File: src/rtl/sweep_seq_pkg.sv
package sweep_seq_pkg;

  localparam int LIST_SEL_W = 2;
  localparam int THR_SEL_W  = 2;

  typedef enum logic [1:0] {
    WK_IDLE  = 2'd0,
    WK_START = 2'd1,
    WK_WAIT  = 2'd2
  } walk_st_e;

  // number of conversions in the list picked by sel
  function automatic int sweep_len(input logic [LIST_SEL_W-1:0] sel, input int nch);
    case (sel)
      2'd0:    sweep_len = 2;
      2'd1:    sweep_len = 4;
      2'd2:    sweep_len = 4;
      default: sweep_len = nch;
    endcase
  endfunction

  // channel at position idx of the list picked by sel
  function automatic int sweep_chan(input logic [LIST_SEL_W-1:0] sel, input int idx);
    case (sel)
      2'd0:    sweep_chan = (idx == 0) ? 0 : 3;
      2'd1:    sweep_chan = ((idx % 2) == 0) ? 0 : 2;
      default: sweep_chan = idx;
    endcase
  endfunction

endpackage

File: src/rtl/sweep_walker.sv
module sweep_walker
  import sweep_seq_pkg::*;
#(
  parameter int NCH = 8,
  localparam int CH_W  = $clog2(NCH),
  localparam int IDX_W = $clog2(NCH)
) (
  input  logic                  clk,
  input  logic                  rst_n,
  input  logic                  abort,
  input  logic [LIST_SEL_W-1:0] list_sel,
  input  logic                  trig,
  input  logic                  conv_done,
  output logic                  conv_start,
  output logic [CH_W-1:0]       conv_chan,
  output logic                  push
);

  walk_st_e         st_q, st_d;
  logic [IDX_W-1:0] idx_q, idx_d;
  logic             last_entry;

  assign last_entry = (idx_q == IDX_W'(sweep_len(list_sel, NCH) - 1));

  always_comb begin
    st_d  = st_q;
    idx_d = idx_q;
    if (abort) begin
      st_d  = WK_IDLE;
      idx_d = '0;
    end else begin
      case (st_q)
        WK_IDLE: begin
          if (trig) begin
            st_d  = WK_START;
            idx_d = '0;
          end
        end
        WK_START: st_d = WK_WAIT;
        WK_WAIT: begin
          if (conv_done) begin
            if (last_entry) begin
              st_d = WK_IDLE;
            end else begin
              st_d  = WK_START;
              idx_d = idx_q + 1'b1;
            end
          end
        end
        default: st_d = WK_IDLE;
      endcase
    end
  end

  always_ff @(posedge clk or negedge rst_n) begin
    if (!rst_n) begin
      st_q  <= WK_IDLE;
      idx_q <= '0;
    end else begin
      st_q  <= st_d;
      idx_q <= idx_d;
    end
  end

  assign conv_start = (st_q == WK_START);
  assign conv_chan  = CH_W'(sweep_chan(list_sel, int'(idx_q)));
  assign push       = (st_q == WK_WAIT) && conv_done && !abort;

endmodule

File: src/rtl/result_fifo.sv
module result_fifo #(
  parameter int DEPTH = 8,
  parameter int W     = 17,
  localparam int PTR_W = $clog2(DEPTH),
  localparam int CNT_W = $clog2(DEPTH + 1)
) (
  input  logic             clk,
  input  logic             rst_n,
  input  logic             clr,
  input  logic             push,
  input  logic [W-1:0]     push_data,
  input  logic             pop_req,
  output logic [W-1:0]     rd_data,
  output logic [CNT_W-1:0] fill,
  output logic             pop_ok,
  output logic             overflow
);

  logic [PTR_W-1:0]   wptr_q, wptr_d, rptr_q, rptr_d;
  logic [CNT_W-1:0]   cnt_q, cnt_d;
  logic [W-1:0]       rd_q, rd_d;
  logic               ovf_q, ovf_d;
  logic               full, push_ok;
  logic [DEPTH*W-1:0] ent_flat;

  assign full    = (cnt_q == CNT_W'(DEPTH));
  assign pop_ok  = pop_req && (cnt_q != '0) && !clr;
  assign push_ok = push && !clr && (!full || pop_ok);

  // storage: one register per slot, each with its own write enable
  for (genvar e = 0; e < DEPTH; e++) begin : g_ent
    logic [W-1:0] ent_q;
    always_ff @(posedge clk) begin
      if (push_ok && (wptr_q == PTR_W'(e))) begin
        ent_q <= push_data;
      end
    end
    assign ent_flat[e*W +: W] = ent_q;
  end

  always_comb begin
    wptr_d = wptr_q;
    rptr_d = rptr_q;
    cnt_d  = cnt_q;
    rd_d   = rd_q;
    ovf_d  = ovf_q;
    if (clr) begin
      wptr_d = '0;
      rptr_d = '0;
      cnt_d  = '0;
      ovf_d  = 1'b0;
    end else begin
      if (push_ok) begin
        wptr_d = wptr_q + 1'b1;
      end
      if (push && !push_ok) begin
        ovf_d = 1'b1;
      end
      if (pop_req) begin
        rd_d = pop_ok ? ent_flat[rptr_q*W +: W] : '0;
      end
      if (pop_ok) begin
        rptr_d = rptr_q + 1'b1;
      end
      case ({push_ok, pop_ok})
        2'b10:   cnt_d = cnt_q + 1'b1;
        2'b01:   cnt_d = cnt_q - 1'b1;
        default: cnt_d = cnt_q;
      endcase
    end
  end

  always_ff @(posedge clk or negedge rst_n) begin
    if (!rst_n) begin
      wptr_q <= '0;
      rptr_q <= '0;
      cnt_q  <= '0;
      rd_q   <= '0;
      ovf_q  <= 1'b0;
    end else begin
      wptr_q <= wptr_d;
      rptr_q <= rptr_d;
      cnt_q  <= cnt_d;
      rd_q   <= rd_d;
      ovf_q  <= ovf_d;
    end
  end

  assign rd_data  = rd_q;
  assign fill     = cnt_q;
  assign overflow = ovf_q;

endmodule

File: src/rtl/fill_irq.sv
module fill_irq
  import sweep_seq_pkg::*;
#(
  parameter int DEPTH = 8,
  localparam int CNT_W = $clog2(DEPTH + 1)
) (
  input  logic                 clk,
  input  logic                 rst_n,
  input  logic                 clr,
  input  logic [THR_SEL_W-1:0] thr_sel,
  input  logic [CNT_W-1:0]     fill,
  input  logic                 pop_ok,
  output logic                 irq_n
);

  logic [CNT_W-1:0] thr;
  logic             reach;
  logic             act_q, act_d, arm_q, arm_d;

  always_comb begin
    thr = CNT_W'(1) << thr_sel;
    if (thr > CNT_W'(DEPTH)) begin
      thr = CNT_W'(DEPTH);
    end
  end

  assign reach = (fill >= thr);

  always_comb begin
    act_d = act_q;
    arm_d = arm_q;
    if (clr) begin
      act_d = 1'b0;
      arm_d = 1'b1;
    end else if (act_q) begin
      if (pop_ok) begin
        act_d = 1'b0;
      end
    end else if (arm_q) begin
      if (reach) begin
        act_d = 1'b1;
        arm_d = 1'b0;
      end
    end else if (!reach) begin
      arm_d = 1'b1;
    end
  end

  always_ff @(posedge clk or negedge rst_n) begin
    if (!rst_n) begin
      act_q <= 1'b0;
      arm_q <= 1'b1;
    end else begin
      act_q <= act_d;
      arm_q <= arm_d;
    end
  end

  assign irq_n = ~act_q;

endmodule

File: src/rtl/sweep_seq_top.sv
module sweep_seq_top
  import sweep_seq_pkg::*;
#(
  parameter int NCH    = 8,
  parameter int DATA_W = 14,
  parameter int DEPTH  = 8,
  localparam int CH_W  = $clog2(NCH),
  localparam int CNT_W = $clog2(DEPTH + 1),
  localparam int ENT_W = CH_W + DATA_W
) (
  input  logic                  clk,
  input  logic                  rst_n,
  input  logic                  cfg_wr,
  input  logic [LIST_SEL_W-1:0] cfg_list_sel,
  input  logic [THR_SEL_W-1:0]  cfg_thr_sel,
  input  logic                  sweep_trig,
  output logic                  conv_start,
  output logic [CH_W-1:0]       conv_chan,
  input  logic                  conv_done,
  input  logic [DATA_W-1:0]     conv_data,
  input  logic                  rd_req,
  output logic [DATA_W-1:0]     rd_data,
  output logic [CH_W-1:0]       rd_chan,
  output logic                  irq_n,
  output logic                  ovf_flag
);

  logic [1:0]            rst_sync_q;
  logic                  rst_core_n;
  logic [LIST_SEL_W-1:0] list_q;
  logic [THR_SEL_W-1:0]  thr_q;
  logic                  push_w, pop_ok_w;
  logic [CNT_W-1:0]      fill_w;
  logic [ENT_W-1:0]      rd_ent_w;

  // reset asserts at once, leaves after two clock edges
  always_ff @(posedge clk or negedge rst_n) begin
    if (!rst_n) begin
      rst_sync_q <= 2'b00;
    end else begin
      rst_sync_q <= {rst_sync_q[0], 1'b1};
    end
  end
  assign rst_core_n = rst_sync_q[1];

  always_ff @(posedge clk or negedge rst_core_n) begin
    if (!rst_core_n) begin
      list_q <= '0;
      thr_q  <= '0;
    end else if (cfg_wr) begin
      list_q <= cfg_list_sel;
      thr_q  <= cfg_thr_sel;
    end
  end

  sweep_walker #(.NCH(NCH)) walker_i (
    .clk        (clk),
    .rst_n      (rst_core_n),
    .abort      (cfg_wr),
    .list_sel   (list_q),
    .trig       (sweep_trig),
    .conv_done  (conv_done),
    .conv_start (conv_start),
    .conv_chan  (conv_chan),
    .push       (push_w)
  );

  result_fifo #(.DEPTH(DEPTH), .W(ENT_W)) fifo_i (
    .clk       (clk),
    .rst_n     (rst_core_n),
    .clr       (cfg_wr),
    .push      (push_w),
    .push_data ({conv_chan, conv_data}),
    .pop_req   (rd_req),
    .rd_data   (rd_ent_w),
    .fill      (fill_w),
    .pop_ok    (pop_ok_w),
    .overflow  (ovf_flag)
  );

  fill_irq #(.DEPTH(DEPTH)) irq_i (
    .clk     (clk),
    .rst_n   (rst_core_n),
    .clr     (cfg_wr),
    .thr_sel (thr_q),
    .fill    (fill_w),
    .pop_ok  (pop_ok_w),
    .irq_n   (irq_n)
  );

  assign rd_chan = rd_ent_w[ENT_W-1 -: CH_W];
  assign rd_data = rd_ent_w[DATA_W-1:0];

endmodule

File: config.mk
export PLATFORM = sky130hd
export DESIGN_NAME = sweep_seq_top
export DESIGN_NICKNAME = d
export VERILOG_FILES = /design/src/rtl/sweep_seq_pkg.sv /design/src/rtl/sweep_walker.sv /design/src/rtl/result_fifo.sv /design/src/rtl/fill_irq.sv /design/src/rtl/sweep_seq_top.sv
export SDC_FILE = /design/constraint.sdc
export NUM_CORES = 1
export LEC_CHECK = 0
export BUFFER_PORTS_ARGS = -buffer_cell sky130_fd_sc_hd__buf_2
export CAP_MARGIN = 20
export CORE_ASPECT_RATIO = 1.25
export CORE_UTILIZATION = 60
export CTS_CLUSTER_DIAMETER = 120
export DETAILED_ROUTE_END_ITERATION = 16
export PLACE_DENSITY_LB_ADDON = 0.3
export SETUP_SLACK_MARGIN = 0.05
export SLEW_MARGIN = 10
export SYNTH_ARGS = -nofsm -noshare
export SYNTH_HDL_FRONTEND = slang
export SYNTH_HIERARCHICAL = 1
export SYNTH_SLANG_ARGS = --single-unit
File: constraint.sdc
create_clock -name clk -period 1.6 [get_ports clk]
set_input_delay 0 -clock clk [delete_from_list [all_inputs] [get_ports clk]]
set_output_delay 0 -clock clk [all_outputs]
set_load 0.03 [all_outputs]
# == Yosys cells after proc, flatten, opt, wreduce, memory -nomap -nowiden ==
# Cells that the tools add are included.
# word_totals
wordCells,118
output_inout_bits,23
inputBits,24
register_bits,177
# op_classes
bitwise_logic,2
eq_ne,19
n_shift,2
n_reduce_logical,34
n_mul,1
addsub,6
magnitude_cmp,2
mux,32
# ops
operator,count
variable part select 136 x 9 -> 17 bit,1
zero test 32 bit,1
2-to-1 mux 3 bit,8
one-hot mux 3 bit (2 select lines),3
2-to-1 mux 17 bit,1
logical AND 1 bit,15
"== test 3 bit, second input constant",4
2-to-1 mux 1 bit,11
2-to-1 mux 2 bit,5
"adder 3 x 1 -> 3 bit, second input constant",3
"inequality test 3 bit, second input constant",3
"multiplier 3 x 5 -> 8 bit, second input constant",1
2-to-1 mux 4 bit,2
one-hot mux 4 bit (2 select lines),1
"== test 2 x 1 -> 1 bit, second input constant",3
"== test 2 bit, second input constant",3
"== test 3 x 2 -> 1 bit, second input constant",2
zero test 3 bit,2
one-hot mux 2 bit (3 select lines),1
nonzero test 2 bit,3
nonzero test 3 bit,2
"adder 4 x 1 -> 4 bit, second input constant",1
"== test 4 bit, second input constant",1
greater-or-equal comparator 4 bit,1
15 further kinds,20

# == Logic depth before layout (Yosys ltp) ==
# logic_depth
depth_word,9
depth_mapped,10
depth_no_buf,8

# == Cells and area by module ==
# Netlist, hierarchy kept.
# modules_own_cells
mod,cells_per_inst,instances,area_per_inst_um2,seq_area_each_um2
result_fifo,325,1,6505.0,4784.6
sweep_walker,46,1,422.9,125.1
sweep_seq_top,11,1,198.9,150.1
fill_irq,19,1,187.7,51.3

# == Worst setup path before layout ==
# No wires, ideal clock.
# synth_timing
path_kind,register to register
from,register walker_i.st_q[1]
to,"register fifo_i.g_ent[0].ent_q[0], enable pin"
setup_time_ns,0.441
n_path_buf,2
period_less_slack_ns,3.339
path_stages_with_launch,7
t_required_ns,1.159
slack_ns,-1.739
arrival_time_ns,2.898
path_cell_list,dfrtp_1 buf_2 nand2_1 nor3_1 buf_2 o21ai_4 nor4b_1
# synth_between
elab_chain_cells,6
# synth_rtl
item,line,rtl
"start, declared",sweep_walker.sv:19,"walk_st_e st_q, st_d;"
"start signal, assigned",sweep_walker.sv:60,st_q <= st_d;
== test 2 bit,sweep_walker.sv:67,assign push = (st_q == WK_WAIT) && conv_done && !abort;
logical AND 1 bit (2 in series),sweep_walker.sv:67,
via push_w,sweep_seq_top.sv:32,"logic push_w, pop_ok_w;"
logical AND 1 bit (2 in series),result_fifo.sv:28,assign push_ok = push && !clr && (!full || pop_ok);
logical AND 1 bit,result_fifo.sv:34,if (push_ok && (wptr_q == PTR_W'(e))) begin
"end signal, assigned",result_fifo.sv:35,ent_q <= push_data;
"end, declared",result_fifo.sv:32,logic [W-1:0] ent_q;
# The timed path passes the listed nets, and every way through them passes these cells.
# A chain may end at the register's enable or synchronous reset.

# == Final worst setup path ==
# layout_timing
from,register walker_i.st_q[0]
to,"register fifo_i.g_ent[0].ent_q[6], enable pin"
# Same word-level chain as after synthesis.

==> run_results.csv <==
group,metric,value,unit
status,status,"finished with violations",
status,failed_checks,"setup timing",
global_route,grt_max_degree,27,
logic_synthesis,synth_most_common_cell,"edfxtp_1",
route,wl_per_cell,27.6,um
cts,clock-sinks,177,
timing,slew_headroom,61.0,%
cells_and_area,drive_above_1_share,48.7,%
logic_synthesis,avgSynthCellArea,18.2,sq um
floorplan,die_area,12600,sq um
critical_path,end_kind,"flop",
placement,dpl_worst_slack,-0.504,ns
critical_path,crit_required,1.75,ns
cells_and_area,areaGrowthSynthToFinish,34.4,%
timing,finClkSkew,0.0137,ns
critical_path,cp_slowest_stage_delay,0.41,ns
placement,place_congestion,0.838,
route,vias_per_cell,6.35,
pwr,max-vdd-ir-drop,0.000692,V
cells_and_area,num-fill-cells,525,
pwr,p_int,0.00758,W
logic_synthesis,synth_area_leaders,"edfxtp_1 56%, dfrtp_1 14%, mux4_2 10%, ha_1 2.6%, and2_1 2.0%",
logic_synthesis,synth_seq_area_share,69.9,%
logic_synthesis,yosys_register_bits,177,
critical_path,crit_path_max_fanout,8,
min_path,hold_path.class,"in2reg",
cts,clock_latency,0.43,ns
pwr,power.share.combinational,5.2,%
placement,port_buffers,46,
global_route,grt_overflow_total,0,
critical_path,crit_top_cell,"buf_6",
logic_synthesis,synth.distinct_cells,58,
timing,period_share,122,%
timing,setup_violations,166,
floorplan,die_y,125,um
critical_path,start_kind,"flop",
logic_synthesis,ys.flop_type,"edfxtp_1",
global_route,grt_pass1_wl,28.1,mm
logic_synthesis,yosys.area.top_type,"edfxtp_1",
logic_synthesis,synth_warnings,6,
cts,path_clk_slew,0.07,ns
critical_path,crit_path_top_delay_cell,"dfrtp_1",
logic_synthesis,syn_area,7310,sq um
global_route,grt_antenna_before_repair,0,
placement,hpwl,8.94,mm
logic_synthesis,synth_top_area_share,55.8,%
timing,maxSlewViolCount,0,
timing,report.final.hold_viol_count,0,
route,vias,4649,
critical_path,rrSetupSlack,-0.36,ns
pwr,power_density,990,nW/um^2
cts,cts_buffers,17,
timing,tightest_slew,0.584,ns
run,maxCapViolCount,0,
floorplan,die_width,101,um
global_route,grt_usage,31.9,%
route,antenna_left,0,
floorplan,pin_count,47,
floorplan,core,11700,sq um
route,drt-total-wl,20.2,mm
cts,htree_levels,4,
timing,rsz0062_at_grt,"true",
timing,max_freq,511,MHz
critical_path,worstPathCellList,"nor3_4, buf_6, o21ai_4, buf_6, buf_4, nor4b_4, buf_6, clkbuf_16",
timing,fin_setup_tns,-38.12,ns
cts,clock_path_buffers,2,
cts,cts_tree,"yes",
floorplan,num_rows,44,
critical_path,worstPathArrival,2.10,ns
timing,fin_crit,1.96,ns
cells_and_area,layout.nets,598,
critical_path,critical_path_class,"reg2reg",
floorplan,start_util,62.4,%
global_route,grt_pass1_vias,4764,
pwr,p_leak,3.71,nW
logic_synthesis,async_flop_share,23.2,%
logic_synthesis,synthCells,401,
cts,cts_root_buffer,"clkbuf_16",
timing,final.setup.worst_slack,-0.356,ns
pwr,pwr-share-clk,43.1,%
logic_synthesis,synth-edff-count,136,
pwr,power.switching,0.00215,W
route,firstDrtPassIters,5,
pwr,seq_power_share,51.7,%
cells_and_area,antenna_cells,0,
logic_synthesis,syn_nets,441,
route,drc,0,
route,initialDrtViolationCount,539,
logic_synthesis,ys_top_cells_by_count,"136 x edfxtp_1, 40 x dfrtp_1, 34 x mux4_2",
pwr,switching_share,22.1,%
cell usage in the layout, fill, tap and decap left out, types with 3 or more instances in the layout:
master / n
buf_2: 43
nand2b_1: 7
clkinv_4: 4
nor2_1: 18
dfrtp_1: 35
mux4_2: 34
and2_4: 12
buf_12: 11
a221o_2: 7
inv_1: 6
dfrtp_2: 5
ha_1: 9
xor2_1: 3
buf_4: 42
a21oi_2: 3
nor4b_4: 3
edfxtp_1: 136
buf_6: 25
nand2_1: 4
mux2i_1: 4
clkbuf_16: 20
and2_1: 19
a221o_1: 10
inv_6: 4
dlygate4sd3_1: 21
buf_8: 3
ha_4: 5
mux2_2: 4
flip-flops by register name (all words and copies together) (netlist names), 3 cells and up:
signal              count
walker_i/idx_q          3
fifo_i/fill             4
fifo_i/rptr_q           3
fifo_i/wptr_q           3
fifo_i/g_ent.ent_q    136
fifo_i/rd_data         17
final cells by class:
type | count | area (sq um) | share of cell area [%]
flip-flops and latches | 177 | 5120 | 52.0
multi-input cells | 201 | 2450 | 24.9
repair buffers | 151 | 1430 | 14.5
clock buffers | 18 | 439 | 4.47
well taps | 161 | 201 | 2.05
clock inverters | 14 | 155 | 1.58
inverters | 10 | 45.0 | 0.458
path summary, 6_finish.rpt:
kind	startpoint	endpoint	cells past startpoint
min in group asynchronous	rst_sync_q[1]	fifo_i/rd_data[15]	0
max in group asynchronous	rst_sync_q[1]	irq_i/arm_q	1
hold / removal	conv_done	walker_i/st_q[1]	5
hold reg to reg	rst_sync_q[1]	fifo_i/rd_data[15]	0
setup / recovery	walker_i/st_q[0]	fifo_i/g_ent[0].ent_q[6]	8
setup reg to reg	walker_i/st_q[0]	fifo_i/g_ent[0].ent_q[6]	8
routing by layer:
metal / share of wire [%] / global-route usage [%] / vias to the layer above
met3: 6.1 / 6.32 / 57
met2: 54 / 55.7 / 281
met1: 36 / 38.4 / 2401
li1: - / - / 1910
met5: 0 / 0 / -
met4: 3.6 / 13.5 / 0
stage by stage:
step	instances	cell area [sq um]	power, W	hold slack, ns	util (%)
global placement	629	8120	0.00548	-0.214	69.2
global route	732	9830	0.00995	0.0405	83.9
CTS	720	9560	0.00960	0.0278	81.6
finish	732	9830	0.00974	0.0230	83.9
floorplan	401	7450	0.00534	-0.296	-
detailed placement	629	8120	0.00550	-0.214	69.2
kinds of logic (layout without fill, tap and decap cells):
kind of cell,Yosys count,after routing,share of synthesized area [%]
AOI/OAI and AO/OA,44,44,5.71
and+or+nand+nor,83,89,6.59
muxes,43,43,11.8
DFF,177,177,69.9
other,1,1,0.0513
adders and majority gates,16,16,2.84
xor gates and xnor gates,8,8,0.958
buffers and inverters,29,193,2.21
critical path: cells and delay by family (launching register included):
kind            cells  cell delay, ns
compound gates      1            0.05
simple gates        2            0.45
buf+inv             5            0.75
flops               1            0.41
power by group through the flow:
stage | combinational (W) | sequential [W] | clock (W)
6_report | 0.000503 | 0.00503 | 0.00420
4_1_cts | 0.000465 | 0.00503 | 0.00410
5_1_grt | 0.000536 | 0.00504 | 0.00438
3_3_place_gp | 0.000357 | 0.00512 | 0
2_1_floorplan | 0.000203 | 0.00514 | 0
3_5_place_dp | 0.000375 | 0.00513 | 0
repair_timing:
item                                    in CTS  in global routing
cloned                                       9                  3
pin swaps                                   29                 20
endpoints found under the hold margin      119                  0
endpoints found under the setup margin     169                171
buffers inserted                            32                 12
hold buffers                                21                  0
gates resized for setup                     58                 36
Note: power is estimated with default switching activity, not from simulation.
